--- src/rtl/sbd_pkg.sv ---
package sbd_pkg;
    localparam int ADDR_W       = 16;
    localparam int DATA_W       = 8;
    localparam int PHYS_W       = 19;
    localparam int PAGE_SHIFT   = 12;
    localparam int PAGE_W       = PHYS_W - PAGE_SHIFT;
    localparam int IO_SPAN_LOG2 = 11;
    localparam int SLOT_LOG2    = 6;
    localparam int SLOT_W       = IO_SPAN_LOG2 - SLOT_LOG2;
    localparam int SLOT_CNT     = 1 << SLOT_W;

    localparam logic [ADDR_W-1:0] IO_BASE   = 16'hF000;
    localparam logic [ADDR_W-1:0] WIN_BASE  = 16'hD000;
    localparam logic [ADDR_W-1:0] PAGE_CTL  = 16'hF280;
    localparam logic [ADDR_W-1:0] OVL_CTL   = 16'hF2C0;

    typedef enum logic {
        ST_SHADOW   = 1'b0,
        ST_RAM_ONLY = 1'b1
    } ovl_state_t;
endpackage

--- src/rtl/shadow_ctrl.sv ---
module shadow_ctrl
    import sbd_pkg::*;
(
    input  logic clk,
    input  logic rst_n,
    input  logic retire_req,
    output logic overlay_on
);
    ovl_state_t state_q;
    ovl_state_t state_d;

    always_ff @(posedge clk or negedge rst_n) begin
        if (!rst_n) state_q <= ST_SHADOW;
        else        state_q <= state_d;
    end

    always_comb begin
        state_d = state_q;
        unique case (state_q)
            ST_SHADOW:   if (retire_req) state_d = ST_RAM_ONLY;
            ST_RAM_ONLY: state_d = ST_RAM_ONLY;
            default:     state_d = ST_SHADOW;
        endcase
    end

    always_comb begin
        unique case (state_q)
            ST_SHADOW:   overlay_on = 1'b1;
            ST_RAM_ONLY: overlay_on = 1'b0;
            default:     overlay_on = 1'b1;
        endcase
    end
endmodule

--- src/rtl/page_reg.sv ---
module page_reg #(
    parameter int PAGE_W = 7
) (
    input  logic              clk,
    input  logic              rst_n,
    input  logic              load,
    input  logic [PAGE_W-1:0] din,
    output logic [PAGE_W-1:0] page
);
    always_ff @(posedge clk or negedge rst_n) begin
        if (!rst_n)    page <= '0;
        else if (load) page <= din;
    end
endmodule

--- src/rtl/periph_decode.sv ---
module periph_decode #(
    parameter int                ADDR_W       = 16,
    parameter int                IO_SPAN_LOG2 = 11,
    parameter int                SLOT_LOG2    = 6,
    parameter logic [ADDR_W-1:0] IO_BASE      = 16'hF000,
    parameter int                PRIV_A       = 10,
    parameter int                PRIV_B       = 11,
    localparam int               SLOT_W       = IO_SPAN_LOG2 - SLOT_LOG2,
    localparam int               SLOT_CNT     = 1 << SLOT_W
) (
    input  logic [ADDR_W-1:0]   addr,
    input  logic                e,
    output logic                io_hit,
    output logic [SLOT_CNT-1:0] io_cs_n
);
    logic [SLOT_W-1:0] slot;
    logic              unused_low;

    assign io_hit     = (addr[ADDR_W-1:IO_SPAN_LOG2] == IO_BASE[ADDR_W-1:IO_SPAN_LOG2]);
    assign slot       = addr[IO_SPAN_LOG2-1:SLOT_LOG2];
    assign unused_low = ^addr[SLOT_LOG2-1:0];

    for (genvar g = 0; g < SLOT_CNT; g++) begin : g_slot
        if (g == PRIV_A || g == PRIV_B) begin : g_priv
            assign io_cs_n[g] = 1'b1;
        end else begin : g_ext
            assign io_cs_n[g] = ~(e & io_hit & (slot == SLOT_W'(g)));
        end
    end
endmodule

--- src/rtl/shadow_bank_decoder.sv ---
module shadow_bank_decoder
    import sbd_pkg::*;
#(
    parameter int                ADDR_BITS = ADDR_W,
    parameter int                DATA_BITS = DATA_W,
    parameter int                PHYS_BITS = PHYS_W,
    parameter int                PG_SHIFT  = PAGE_SHIFT,
    parameter logic [ADDR_W-1:0] WIN_ADDR  = WIN_BASE,
    parameter logic [ADDR_W-1:0] PAGE_ADDR = PAGE_CTL,
    parameter logic [ADDR_W-1:0] OVL_ADDR  = OVL_CTL,
    localparam int               PG_W      = PHYS_BITS - PG_SHIFT,
    localparam int               N_SLOT    = SLOT_CNT
) (
    input  logic                 clk,
    input  logic                 rst_n,
    input  logic [ADDR_BITS-1:0] cpu_addr,
    input  logic                 cpu_rw,
    input  logic                 cpu_e,
    input  logic [DATA_BITS-1:0] cpu_wdata,
    output logic [DATA_BITS-1:0] cpu_rdata,
    output logic                 cpu_rdata_oe,
    output logic                 rom_cs_n,
    output logic [ADDR_BITS-2:0] rom_addr,
    output logic                 ram_cs_n,
    output logic [PHYS_BITS-1:0] ram_addr,
    output logic [N_SLOT-1:0]    io_cs_n
);
    localparam int PRIV_PAGE = int'(PAGE_ADDR[IO_SPAN_LOG2-1:SLOT_LOG2]);
    localparam int PRIV_OVL  = int'(OVL_ADDR[IO_SPAN_LOG2-1:SLOT_LOG2]);

    logic            rd_cycle;
    logic            wr_cycle;
    logic            upper;
    logic            in_win;
    logic            io_hit;
    logic            overlay_on;
    logic            page_load;
    logic            retire_req;
    logic [PG_W-1:0] page_q;
    logic            unused_wd;

    assign rd_cycle   = cpu_e &  cpu_rw;
    assign wr_cycle   = cpu_e & ~cpu_rw;
    assign upper      = cpu_addr[ADDR_BITS-1];
    assign in_win     = (cpu_addr[ADDR_BITS-1:PG_SHIFT] == WIN_ADDR[ADDR_BITS-1:PG_SHIFT]);
    assign page_load  = wr_cycle & (cpu_addr == PAGE_ADDR);
    assign retire_req = wr_cycle & (cpu_addr == OVL_ADDR);
    assign unused_wd  = ^cpu_wdata[DATA_BITS-1:PG_W];

    shadow_ctrl u_shadow (
        .clk        (clk),
        .rst_n      (rst_n),
        .retire_req (retire_req),
        .overlay_on (overlay_on)
    );

    page_reg #(.PAGE_W(PG_W)) u_page (
        .clk   (clk),
        .rst_n (rst_n),
        .load  (page_load),
        .din   (cpu_wdata[PG_W-1:0]),
        .page  (page_q)
    );

    periph_decode #(
        .ADDR_W       (ADDR_BITS),
        .IO_SPAN_LOG2 (IO_SPAN_LOG2),
        .SLOT_LOG2    (SLOT_LOG2),
        .IO_BASE      (IO_BASE),
        .PRIV_A       (PRIV_PAGE),
        .PRIV_B       (PRIV_OVL)
    ) u_io (
        .addr    (cpu_addr),
        .e       (cpu_e),
        .io_hit  (io_hit),
        .io_cs_n (io_cs_n)
    );

    always_comb begin
        rom_cs_n = ~(rd_cycle & upper & ~io_hit & overlay_on);
        ram_cs_n = ~(cpu_e & ~io_hit & ~(upper & cpu_rw & overlay_on));
        rom_addr = cpu_addr[ADDR_BITS-2:0];
        if (in_win) ram_addr = {page_q, cpu_addr[PG_SHIFT-1:0]};
        else        ram_addr = {{(PHYS_BITS-ADDR_BITS){1'b0}}, cpu_addr};
        cpu_rdata_oe = rd_cycle & (cpu_addr == PAGE_ADDR);
        if (cpu_rdata_oe) cpu_rdata = {{(DATA_BITS-PG_W){1'b0}}, page_q};
        else              cpu_rdata = '0;
    end
endmodule

--- config.mk ---
export PLATFORM = sky130hd
export DESIGN_NAME = shadow_bank_decoder
export DESIGN_NICKNAME = d
export VERILOG_FILES = /design/src/rtl/sbd_pkg.sv /design/src/rtl/shadow_ctrl.sv /design/src/rtl/page_reg.sv /design/src/rtl/periph_decode.sv /design/src/rtl/shadow_bank_decoder.sv
export SDC_FILE = /design/constraint.sdc
export NUM_CORES = 1
export LEC_CHECK = 0
export BUFFER_PORTS_ARGS = -buffer_cell sky130_fd_sc_hd__buf_2
export CAP_MARGIN = 0
export CORE_MARGIN = 2
export CORE_UTILIZATION = 38
export CTS_BUF_LIST = sky130_fd_sc_hd__clkbuf_8
export CTS_CLUSTER_DIAMETER = 120
export DETAILED_ROUTE_END_ITERATION = 8
export PLACE_DENSITY = 0.87
export SLEW_MARGIN = 20
export SYNTH_ARGS = -nofsm -noshare
export SYNTH_HDL_FRONTEND = slang
export SYNTH_SLANG_ARGS = --single-unit
--- constraint.sdc ---
create_clock -name clk -period 3.5 [get_ports clk]
set_input_delay 0.35 -clock clk [delete_from_list [all_inputs] [get_ports clk]]
set_output_delay 0.35 -clock clk [all_outputs]
set_load 0.05 [all_outputs]
== Yosys cells after proc, flatten, opt, wreduce, memory -nomap -nowiden ==
Cells that the tools add are included.

* Output and inout port bits: 77
* Bits of input ports: 28
* Register bits after elaboration: 8

* Bitwise gates (word level): 79
* Reductions and logical operators: 1
* Equality and inequality tests: 33
* Mux-type cells: 5

{| class="wikitable"
|+ Operators with widths
! cell !! number
|-
| 5-bit equality test, second input constant || 17
|-
| 1-bit bitwise AND || 43
|-
| 1-bit inverter || 36
|-
| 16-bit equality test, second input constant || 2
|-
| 5-bit by 4-bit equality test with 1-bit output, second input constant || 6
|-
| 5-bit by 3-bit equality test with 1-bit output, second input constant || 4
|-
| 19-bit 2-to-1 mux || 1
|-
| 5-bit by 2-bit equality test with 1-bit output, second input constant || 2
|-
| 7-bit 2-to-1 mux || 1
|-
| 5-bit by 1-bit equality test with 1-bit output, second input constant || 1
|-
| 5-bit logical NOT || 1
|-
| 4-bit equality test, second input constant || 1
|-
| 1-bit one-hot mux with 2 select lines || 2
|-
| 1-bit 2-to-1 mux || 1
|}

== Depth between registers and ports, before layout ==
Gate-level depths: netlist of the first run.

* Depth in word-level cells: 6
* Gate-level depth with buffers: 5

== Hierarchy ==
Synthesis of the first run repeated with hierarchy kept, for this count alone.

* Cell total of the unflattened synthesis: 143
* Area, all modules: 1179.9 um^2

{| class="wikitable"
|+ Modules (own cells, without submodules)
! module !! cells each !! area each (um^2) !! instances !! seq. area each (um^2)
|-
| shadow_bank_decoder || 70 || 496.7 || 1 || 0.0
|-
| periph_decode || 55 || 356.6 || 1 || 0.0
|-
| page_reg || 15 || 291.5 || 1 || 175.2
|-
| shadow_ctrl || 3 || 35.0 || 1 || 25.0
|}

== Worst setup path after synthesis of the first run ==
Ideal clock, no wire load.

* Path type: input port to output port
* Start point: input cpu_addr[7]
* End point: output cpu_rdata[0]
* Setup slack: 0.698 ns
* Stages on the path: 5
* Arrival time: 2.452 ns
* Cells stage by stage: or2b_2 nor4_2 and4_1 clkbuf_1 and2_1

* Cells in the longest elaborated chain, start to end: 3

{| class="wikitable"
|+ RTL lines
! what !! RTL line !! source
|-
| from (decl) || shadow_bank_decoder.sv:16 || <nowiki>input logic [ADDR_BITS-1:0] cpu_addr,</nowiki>
|-
| 16-bit equality test || shadow_bank_decoder.sv:85 || <nowiki>cpu_rdata_oe = rd_cycle & (cpu_addr == PAGE_ADDR);</nowiki>
|-
| 1-bit bitwise AND || shadow_bank_decoder.sv:85 ||
|-
| net cpu_rdata_oe || shadow_bank_decoder.sv:21 || <nowiki>output logic cpu_rdata_oe,</nowiki>
|-
| 7-bit 2-to-1 mux || shadow_bank_decoder.sv:86 || <nowiki>if (cpu_rdata_oe) cpu_rdata = {{(DATA_BITS-PG_W){1'b0}}, page_q};</nowiki>
|-
| to (decl) || shadow_bank_decoder.sv:20 || <nowiki>output logic [DATA_BITS-1:0] cpu_rdata,</nowiki>
|}

The timed path passes the listed nets, and every way through them passes these cells.

== Final worst setup path of the first run ==
* Start point: input cpu_addr[1]
* End point: register u_page.page[0]

* Cells in the longest elaborated chain, start to end: 2

{| class="wikitable"
|+ RTL lines
! what !! RTL line !! source
|-
| 16-bit equality test || shadow_bank_decoder.sv:46 || <nowiki>assign page_load = wr_cycle & (cpu_addr == PAGE_ADDR);</nowiki>
|-
| 1-bit bitwise AND || shadow_bank_decoder.sv:46 ||
|-
| to (signal assigned) || page_reg.sv:12 || <nowiki>else if (load) page <= din;</nowiki>
|-
| to (decl) || page_reg.sv:8 || <nowiki>output logic [PAGE_W-1:0] page</nowiki>
|}

Every way passes these cells.
A chain may end at the register's enable or synchronous reset.

==> results of run 1 <==
-- through the flow --
step                      area [µm²]  setup slack [ps]  instances  hold slack, ps
after detailed placement        1299             840.6        227           195.9
final                           1350              1100        231           357.3
after global placement          1299             862.0        227           194.8
after global routing            1350             977.3        231           357.4
after CTS                       1350              1077        231           356.6
after floorplan                978.4             698.4        126           54.41
-- where the power goes --
| part | internal [W] | switching, W | total (W) |
|---|---|---|---|
| Clock | 0.0000742 | 0.0000327 | 0.000107 |
| Sequential | 0.0000930 | 0.0000000149 | 0.0000930 |
| Combinational | 0.0000325 | 0.000111 | 0.000144 |
| Total | 0.000200 | 0.000144 | 0.000343 |
-- path summary, 6_finish.rpt --
kind                                                 start                         end  slack [ps]  cells after the start
worst max-delay path                           cpu_addr[1]  u_page.page[0]$_DFFE_PN0P_        1100                      5
worst min-delay path                          cpu_wdata[2]  u_page.page[2]$_DFFE_PN0P_         360                      2
worst max register to register  u_page.page[0]$_DFFE_PN0P_  u_page.page[0]$_DFFE_PN0P_        2720                      1
worst min register to register  u_shadow.state_q$_DFF_PN0_  u_shadow.state_q$_DFF_PN0_         450                      1
max in group asynchronous                            rst_n  u_page.page[6]$_DFFE_PN0P_        2840                      2
min in group asynchronous                            rst_n  u_page.page[1]$_DFFE_PN0P_         500                      2
-- timing repair --
item	4_1_cts	5_1_grt
endpoints found under the setup margin	0	0
endpoints found under the hold margin	8	0
hold buffers	1	0
gates resized for setup	0	0
-- layer usage --
layer | share of wire [%] | up-vias
li1 | - | 532
met1 | 40 | 488
met2 | 55 | 42
met3 | 5.5 | 0
met4 | 0 | 0
met5 | 0 | -
-- cell usage in the layout, fill, tap and decap left out, drive strengths merged, types with 3 or more instances in the layout --
cell    Yosys  final
buf        31    103
nor3        3      3
dfrtp       8      8
and2       10     10
conb        2      3
nor2        4      4
mux2        7      7
o31a        3      3
nand2      33     33
clkbuf      1      3
nor3b       4      4
-- layout make-up --
class	count	area, µm²
clock buffer	3	41.29
fill	237	1105
inverter	1	3.754
multi-input combinational	85	534.3
sequential	8	200.2
tap	30	37.54
timing repair buffer	104	533.0
-- kinds of logic (layout without fill, tap and decap cells) --
group / Yosys count / in the layout / synth area share [%]
AO/OA/AOI/OAI: 6 / 6 / 5.007
buffers and inverters: 33 / 108 / 25.03
flip-flops: 8 / 8 / 20.54
multiplexers: 7 / 7 / 10.78
other: 2 / 3 / 0.7705
AND/OR/NAND/NOR: 69 / 69 / 37.87
==> key figures, run 1 <==
Outcome
  • Status: finished clean

Layout
  • Synth-to-layout area growth: 38.51%
  • Inserted Diodes: 0
  • Share of cells above drive strength 1: 58.71%
  • Max reg flops: 7
  • Final core utilization: 54.99%
  • Nets: ~230

Floorplanning
  • Die W: 54.65 µm
  • I/O pin cnt: 105
  • Std-Cell Rows: 18
  • Core Box Area: 2455 µm²
  • Initial Util: 39.70%
  • Die height: approximately 55 µm
  • Die ar.: 2986 µm²

Synthesis
  • Most used flip-flop cell after synthesis: dfrtp_1
  • Share of the synthesized area in the top cell type: 23.11%
  • Synth Warn #: 0
  • Yosys reg bits: 8
  • Syn Inst Count: 125
  • Number of synthesized flops with an enable pin: 0
  • Post-synth top cells: nand2_1 (33), buf_4 (30), and2_1 (10)
  • Count leader, synth: nand2_1
  • Synthesized area: 974.7 µm²
  • Avg Inst Size Synth: 7.797 µm²
  • Synth area leader: buf_4
  • Seq/Total Area, Yosys: 20.54%
  • Area contributors post-synth: buf_4 (23%), dfrtp_1 (21%), nand2_1 (13%)
  • Count of cell types in the netlist: 30
  • Asr flop ratio synth: 100.0%

STA
  • Fin crit period: around 2400 ps
  • Max Freq: between 400 and 500 MHz
  • Slew HR: 66.39%
  • Final cycle utilization of the critical path: 68.58%
  • RSZ-0062 raised after global routing: false
  • Max-slew violations: 0
  • Clock skew: 0 ps
  • Final hold vios: 0
  • Worst Tran Pin Value: about 500 ps
  • Endpoints failing setup: 0
  • Final setup TNS: 0 ps

Critical path
  • Delay-heaviest family, CP: simple AND/OR/NAND/NOR gates
  • Critical path type: in -> reg
  • CP max-delay cell: or4_1
  • CP max stage delay: 650 ps
  • CP cell instances: buf_2 > or4_4 > or4b_1 > or4_1 > mux2_4
  • Buf/Inv on CP: 1
  • CP endpoint kind: flip-flop
  • Max FO, Critical Path: 7
  • Crit start category: input port
  • Worst path required time: about 3600 ps
  • CP arrival: ~2500 ps

Routing
  • Final wirelength: 2723 µm
  • Drt drc: 0
  • Drt pass-1 iters: 5
  • Vias per cell: roughly 4.6
  • Drt wl/cell: 11.79 µm
  • DR iter-0 viols: 14
  • Via count: 1062
  • Antenna-violating nets left: 0

Global route
  • Grt met2 use: 30.36%
  • Global-route wire length before repair: approximately 3700 µm
  • Vias in the first global route: 838
  • Largest net degree at the start of global routing: 11
  • Gr busiest metal: met2
  • Initial antenna violation count: 0
  • GR Util All Layers: 16.93%
  • Gr ovfl total: 0
  • Met3 Resource Use GR: 3.552%
  • Routing usage on met1: 20.76%

Power and ir drop
  • Total power: 0.0003435 W
  • Leak: about 0.72 nW
  • Worst IR Drop VDD: 0.2928 mV
  • PD cells: 254.4 nW/µm²

Clock network
  • CTS Buffer Depth: 2
  • CTS tree: yes
  • Clk Latency, worst-skew pair: 220 ps
  • Clock root buffer: clkbuf_8
  • # clock sinks: 8
  • Buffers inserted by post-CTS timing repair: 0
  • Worst-path clk slew: ~40 ps
  • CTS Buf Count: 3
  • H-tree depth: 1

Placed design
  • IO buf count: 100
  • Detailed Place HPWL: 2240 µm
  • RePlAce Congestion: 0.7488

Job
  • Max_cap viols: 0

Hold path
  • Type of the worst min-delay path: in -> reg
(Power assumes the default switching activity.)
==> run 2, diff against run 1 <==
--- a/config.mk
+++ b/config.mk
@@ -8,11 +8,11 @@
 export BUFFER_PORTS_ARGS = -buffer_cell sky130_fd_sc_hd__buf_2
 export CAP_MARGIN = 0
 export CORE_MARGIN = 2
-export CORE_UTILIZATION = 38
+export CORE_UTILIZATION = 36
 export CTS_BUF_LIST = sky130_fd_sc_hd__clkbuf_8
 export CTS_CLUSTER_DIAMETER = 120
 export DETAILED_ROUTE_END_ITERATION = 8
-export PLACE_DENSITY = 0.87
+export PLACE_DENSITY = 0.83
 export SLEW_MARGIN = 20
 export SYNTH_ARGS = -nofsm -noshare
 export SYNTH_HDL_FRONTEND = slang
==> constraint.sdc (replaced) <==
create_clock -name clk -period 2.3 [get_ports clk]
set_input_delay 0.23 -clock clk [delete_from_list [all_inputs] [get_ports clk]]
set_output_delay 0.23 -clock clk [all_outputs]
set_load 0.05 [all_outputs]
==> run 2 against run 1 <==
Wire length increased by 1.1%. Core utilization up 1.5 points. Worst hold slack worse by 130 ps. Critical endpoint unchanged. Largest power group unchanged.
==> key figures, run 2 (synthesis gave the netlist of run 1 again) <==
Floorplanning
  • Die W: 56.04 µm (was 54.65 µm)
  • Initial Util: 38.64% (was 39.70%)
  • Die height: 56.04 µm (was 54.65 µm)
  • Die ar.: 3140 µm² (was 2986 µm²)
  • Core Box Area: 2522 µm² (was 2455 µm²)
  • Std-Cell Rows: 18 (unchanged)
  • I/O pin cnt: 105 (unchanged)

Clock network
  • Buffers inserted by post-CTS timing repair: 0 (unchanged)
  • CTS Buffer Depth: 2 (unchanged)
  • CTS Buf Count: 3 (unchanged)
  • # clock sinks: 8 (unchanged)
  • Clock root buffer: clkbuf_8 (unchanged)
  • CTS resizes: 0 (unchanged)
  • Clk Latency, worst-skew pair: 230 ps (was 220 ps)
  • Hold_buf cts: 1 (unchanged)
  • H-tree depth: 1 (unchanged)
  • CTS tree: yes (unchanged)
  • Worst-path clk slew: 40 ps (about the same)

Critical path
  • Critical path type: in -> reg (unchanged)
  • Crit start category: input port (unchanged)
  • CP endpoint kind: flip-flop (unchanged)
  • CP arrival: 2250 ps (was 2510 ps)
  • Max FO, Critical Path: 7 (unchanged)
  • Worst path required time: 2410 ps (was 3610 ps)

STA
  • Final hold vios: 0 (unchanged)
  • Clock skew: 0 ps (unchanged)
  • RSZ-0062 raised after global routing: false (unchanged)
  • Max Freq: 466.2 MHz
  • Final worst slack: 155.0 ps (was 1100 ps)
  • Max-slew violations: 0 (unchanged)
  • Final cycle utilization of the critical path: 93.26%
  • Endpoints failing setup: 0 (unchanged)
  • Final setup TNS: 0 ps (unchanged)
  • Hold slack: 231.2 ps (was 357.3 ps)
  • Fin crit period: 2145 ps

Routing
  • Vias per cell: 4.614 (was 4.597)
  • Via count: 1112 (was 1062)
  • Drt drc: 0 (unchanged)
  • Final wirelength: 2754 µm (was 2723 µm)
  • DR iter-0 viols: 13 (was 14)
  • Drt wl/cell: 11.43 µm (was 11.79 µm)
  • Antenna-violating nets left: 0 (unchanged)
  • Drt pass-1 iters: 4 (was 5)

Layout
  • Commonest cells after routing, fill and taps aside: buf_2 (100), nand2_1 (33), buf_4 (13), and2_1 (10), dfrtp_1 (8) (was buf_2 (100), nand2_1 (33), and2_1 (10), dfrtp_1 (8), mux2_4 (7))
  • Inserted Diodes: 0 (unchanged)
  • Synth-to-layout area growth: 46.21% (was 38.51%)
  • Commonest non-fill, non-tap cell in the layout: buf_2 (unchanged)
  • Non-Filler Instances: 241 (was 231)
  • Max reg flops: 7 (unchanged)
  • Share of cells above drive strength 1: 60.66% (was 58.71%)
  • Nets: 241 (was 231)

Power and ir drop
  • PD cells: 373.7 nW/µm² (was 254.4 nW/µm²)
  • Worst IR Drop VDD: 0.2493 mV (was 0.2928 mV)
  • Leak: 0.7649 nW (was 0.7168 nW)
  • Total power: 0.0005326 W (was 0.0003435 W)

Job
  • Max_cap viols: 0 (unchanged)

Global route
  • Initial antenna violation count: 0 (unchanged)
  • Global-route wire length before repair: 4064 µm (was 3663 µm)
  • Vias in the first global route: 893 (was 838)
  • Gr ovfl total: 0 (unchanged)
  • Largest net degree at the start of global routing: 10 (was 11)
  • GR Util All Layers: 16.31% (was 16.93%)

Placed design
  • RePlAce Congestion: 0.8036 (was 0.7488)
  • Placed Cells: 237 (was 227)
  • Detailed Place HPWL: 2375 µm (was 2240 µm)
  • IO buf count: 100 (unchanged)
  • Worst slack, placed: -87.94 ps (was 840.6 ps)

Hold path
  • Type of the worst min-delay path: in -> reg (unchanged)

Outcome
  • Status: finished clean (unchanged)
run 2: metrics by stage:
step	utilization, %	area, µm²
2_1_floorplan	-	979.7
3_3_place_gp	54.46	1374
3_5_place_dp	54.46	1374
4_1_cts	56.50	1425
5_1_grt	56.50	1425
6_report	56.50	1425
run 2: per-layer routing:
metal / track usage [%] / part of all wire, % / vias to the layer above
met4: 8.163 / 1.6 / 0
met2: 27.90 / 50 / 44
met5: 0 / 0 / -
met3: 2.791 / 5.8 / 5
li1: - / - / 556
met1: 19.46 / 42 / 507
run 2: cell type report:
type | instances | area (µm²)
well taps | 30 | 37.54
repair buffers | 114 | 608.1
inverters | 1 | 3.754
fillers | 256 | 1097
clock buffers | 3 | 41.29
multi-input cells | 85 | 534.3
flip-flops and latches | 8 | 200.2
run 2: path summary, 6_finish.rpt:
check | from | to | slack (ps) | cells after the start
worst min register to register | u_shadow.state_q$_DFF_PN0_ | u_shadow.state_q$_DFF_PN0_ | 450 | 1
worst max-delay path | cpu_addr[1] | u_page.page[0]$_DFFE_PN0P_ | 150 | 6
max in group asynchronous | rst_n | u_page.page[3]$_DFFE_PN0P_ | 1750 | 2
worst max register to register | u_page.page[0]$_DFFE_PN0P_ | u_page.page[0]$_DFFE_PN0P_ | 1510 | 1
worst min-delay path | cpu_wdata[1] | u_page.page[1]$_DFFE_PN0P_ | 230 | 2
min in group asynchronous | rst_n | u_page.page[5]$_DFFE_PN0P_ | 390 | 2
run 2: report_power, final:
part           leakage [nW]  switching (W)  internal, W  total [W]
registers             0.112   0.0000000230     0.000142   0.000142
clock network        0.0216      0.0000508     0.000113   0.000164
logic                 0.631       0.000170    0.0000576   0.000227
total                 0.765       0.000220     0.000312   0.000533
run 2: worst max-delay path, cell delays in order:
cell    delay, ps
buf_2         110
or4_4         520
or4b_1        490
or4_1         410
buf_4         190
mux2_4        300
==> run 3, diff against run 2 <==
--- a/config.mk
+++ b/config.mk
@@ -12,7 +12,9 @@
 export CTS_BUF_LIST = sky130_fd_sc_hd__clkbuf_8
 export CTS_CLUSTER_DIAMETER = 120
 export DETAILED_ROUTE_END_ITERATION = 8
+export MAX_ROUTING_LAYER = met4
 export PLACE_DENSITY = 0.83
+export REMOVE_ABC_BUFFERS = 1
 export SLEW_MARGIN = 20
 export SYNTH_ARGS = -nofsm -noshare
 export SYNTH_HDL_FRONTEND = slang
==> run 3 against run 2 <==
Combinational power barely moved. Core utilization did not move. Global-route usage rose by 2.2 points. Cell area did not move. Via count fell by 1.1%. Power rose by 1.4%. First-iteration DRC count rose to 3.2 times the previous value. Non-clock buffer count did not move. Worst setup slack got worse by 24 ps. Worst hold slack got worse by 4.0 ps. Cell count did not move. Flip-flop and latch count did not move.
==> key figures, run 3 (synthesis gave the netlist of run 1 again) <==
Floorplanning
  • Std-Cell Rows: 18 (unchanged)
  • Die ar.: 3140 µm² (unchanged)
  • Die W: 56.04 µm (unchanged)
  • Die height: 56.04 µm (unchanged)
  • Core Box Area: 2522 µm² (unchanged)
  • Initial Util: 38.64% (unchanged)
  • I/O pin cnt: 105 (unchanged)

Power and ir drop
  • PD cells: 378.8 nW/µm² (was 373.7 nW/µm²)
  • Worst IR Drop VDD: 0.2131 mV (was 0.2493 mV)
  • Leak: 0.7649 nW (unchanged)

Placed design
  • Detailed Place HPWL: 2473 µm (was 2375 µm)
  • RePlAce Congestion: 0.7707 (was 0.8036)
  • IO buf count: 100 (unchanged)
  • Worst slack, placed: -98.74 ps (was -87.94 ps)

Layout
  • FF+latch area: 200.2 µm² (unchanged)
  • Nets: 241 (unchanged)
  • Multi-input gate area: 534.3 µm² (unchanged)
  • Inserted Diodes: 0 (unchanged)
  • Share of cells above drive strength 1: 60.66% (unchanged)
  • Commonest non-fill, non-tap cell in the layout: buf_2 (unchanged)
  • Max reg flops: 7 (unchanged)
  • Synth-to-layout area growth: 46.21% (unchanged)
  • Commonest cells after routing, fill and taps aside: buf_2 (100), nand2_1 (33), buf_4 (13), and2_1 (10), dfrtp_1 (8) (unchanged)
  • Layout fillers: 243 (was 256)

STA
  • Final worst slack: 130.6 ps (was 155.0 ps)
  • Final hold vios: 0 (unchanged)
  • Hold slack: 227.2 ps (was 231.2 ps)
  • Max Freq: 460.9 MHz (was 466.2 MHz)
  • Final setup TNS: 0 ps (unchanged)
  • Final cycle utilization of the critical path: 94.32% (was 93.26%)
  • Max-slew violations: 0 (unchanged)
  • Endpoints failing setup: 0 (unchanged)
  • RSZ-0062 raised after global routing: false (unchanged)
  • Fin crit period: 2169 ps (was 2145 ps)
  • Clock skew: 0 ps (unchanged)

Global route
  • Gr ovfl total: 0 (unchanged)
  • Vias in the first global route: 934 (was 893)
  • Largest net degree at the start of global routing: 10 (unchanged)
  • GR Util All Layers: 18.55% (was 16.31%)
  • Global-route wire length before repair: 4478 µm (was 4064 µm)
  • Initial antenna violation count: 0 (unchanged)

Clock network
  • CTS tree: yes (unchanged)
  • Worst-path clk slew: 40 ps (about the same)
  • # clock sinks: 8 (unchanged)
  • H-tree depth: 1 (unchanged)
  • Clk Latency, worst-skew pair: 230 ps (about the same)
  • CTS Buffer Depth: 2 (unchanged)
  • CTS resizes: 0 (unchanged)
  • CTS Buf Count: 3 (unchanged)
  • Buffers inserted by post-CTS timing repair: 0 (unchanged)
  • Clock root buffer: clkbuf_8 (unchanged)

Critical path
  • R2R Path Start: u_page.page[0]$_DFFE_PN0P_ (unchanged)
  • CP endpoint kind: flip-flop (unchanged)
  • Max FO, Critical Path: 7 (unchanged)
  • Critical path type: in -> reg (unchanged)
  • Worst reg2reg path depth: 1 (unchanged)
  • CP arrival: 2280 ps (was 2250 ps)
  • R2r setup slk: 1520 ps (was 1510 ps)
  • Crit start category: input port (unchanged)
  • Worst path required time: 2410 ps (about the same)
  • Worst reg2reg path endpoint: u_page.page[0]$_DFFE_PN0P_ (unchanged)

Routing
  • Via count: 1100 (was 1112)
  • Drt pass-1 iters: 4 (unchanged)
  • Drt wl/cell: 12.18 µm (was 11.43 µm)
  • Antenna-violating nets left: 0 (unchanged)
  • DR iter-0 viols: 41 (was 13)
  • Final wirelength: 2936 µm (was 2754 µm)
  • Vias per cell: 4.564 (was 4.614)
  • Drt drc: 0 (unchanged)

Hold path
  • Type of the worst min-delay path: in -> reg (unchanged)
  • Number of cells on the worst hold path: 2 (unchanged)
  • Hold Startpoint: cpu_wdata[3] (was cpu_wdata[1])
  • Hold Path Sink: u_page.page[3]$_DFFE_PN0P_ (was u_page.page[1]$_DFFE_PN0P_)

Outcome
  • Status: finished clean (unchanged)

Job
  • Max_cap viols: 0 (unchanged)
==> run 3: cell counts in the layout (fill, tap and decap cells not counted) <==
Identical to the previous run, type by type.
==> run 3: timing repair <==
action / in CTS / in global routing
setup endpoints to repair: 0 / 0
hold buffers: 1 / 0
hold endpoints to repair: 8 / 0
==> run 3: report_power, final <==
part / leakage, nW / switching, W / total, W / internal (W)
sequential: 0.112 / 0.0000000214 / 0.000142 / 0.000142
combinational: 0.631 / 0.000172 / 0.000229 / 0.0000576
clock: 0.0216 / 0.0000555 / 0.000169 / 0.000113
==> run 3: worst max path at each step <==
stage	start	slack, ps	depth (start not counted)	end
global route	cpu_addr[1]	90	6	u_page.page[4]$_DFFE_PN0P_
finish	cpu_addr[1]	130	6	u_page.page[4]$_DFFE_PN0P_
detailed placement	cpu_addr[1]	-100	6	u_page.page[4]$_DFFE_PN0P_
CTS	cpu_addr[1]	130	6	u_page.page[4]$_DFFE_PN0P_
global placement	cpu_addr[1]	-60	6	u_page.page[4]$_DFFE_PN0P_
floorplan	cpu_addr[7]	-110	4	cpu_rdata[0]
==> run 3: critical path, stage by stage <==
cell    delay, ps
buf_2         110
or4_4         530
or4b_1        510
or4_1         410
buf_4         190
mux2_4        300
==> run 3: routing by layer <==
layer / global-route usage [%] / vias up / wire, µm
met2: 30.25 / 43 / 1470
met4: 7.143 / 0 / 48
met5: - / - / 0
li1: - / 559 / -
met1: 22.32 / 493 / 1233
met3: 3.953 / 5 / 185
==> run 3: cell type report <==
class	instances	area share (%)
multi-input cells	85	37.49
repair buffers	114	42.67
flip-flops and latches	8	14.05
inverters	1	0.2634
well taps	30	2.634
clock buffers	3	2.897
==> run 3: metrics by stage <==
step	cells	total power, W	area, µm²	util [%]
2_1_floorplan	94	0.0001994	738.2	-
3_3_place_gp	237	0.0003701	1374	54.46
3_5_place_dp	237	0.0003716	1374	54.46
4_1_cts	241	0.0005454	1425	56.50
5_1_grt	241	0.0005618	1425	56.50
6_report	241	0.0005398	1425	56.50
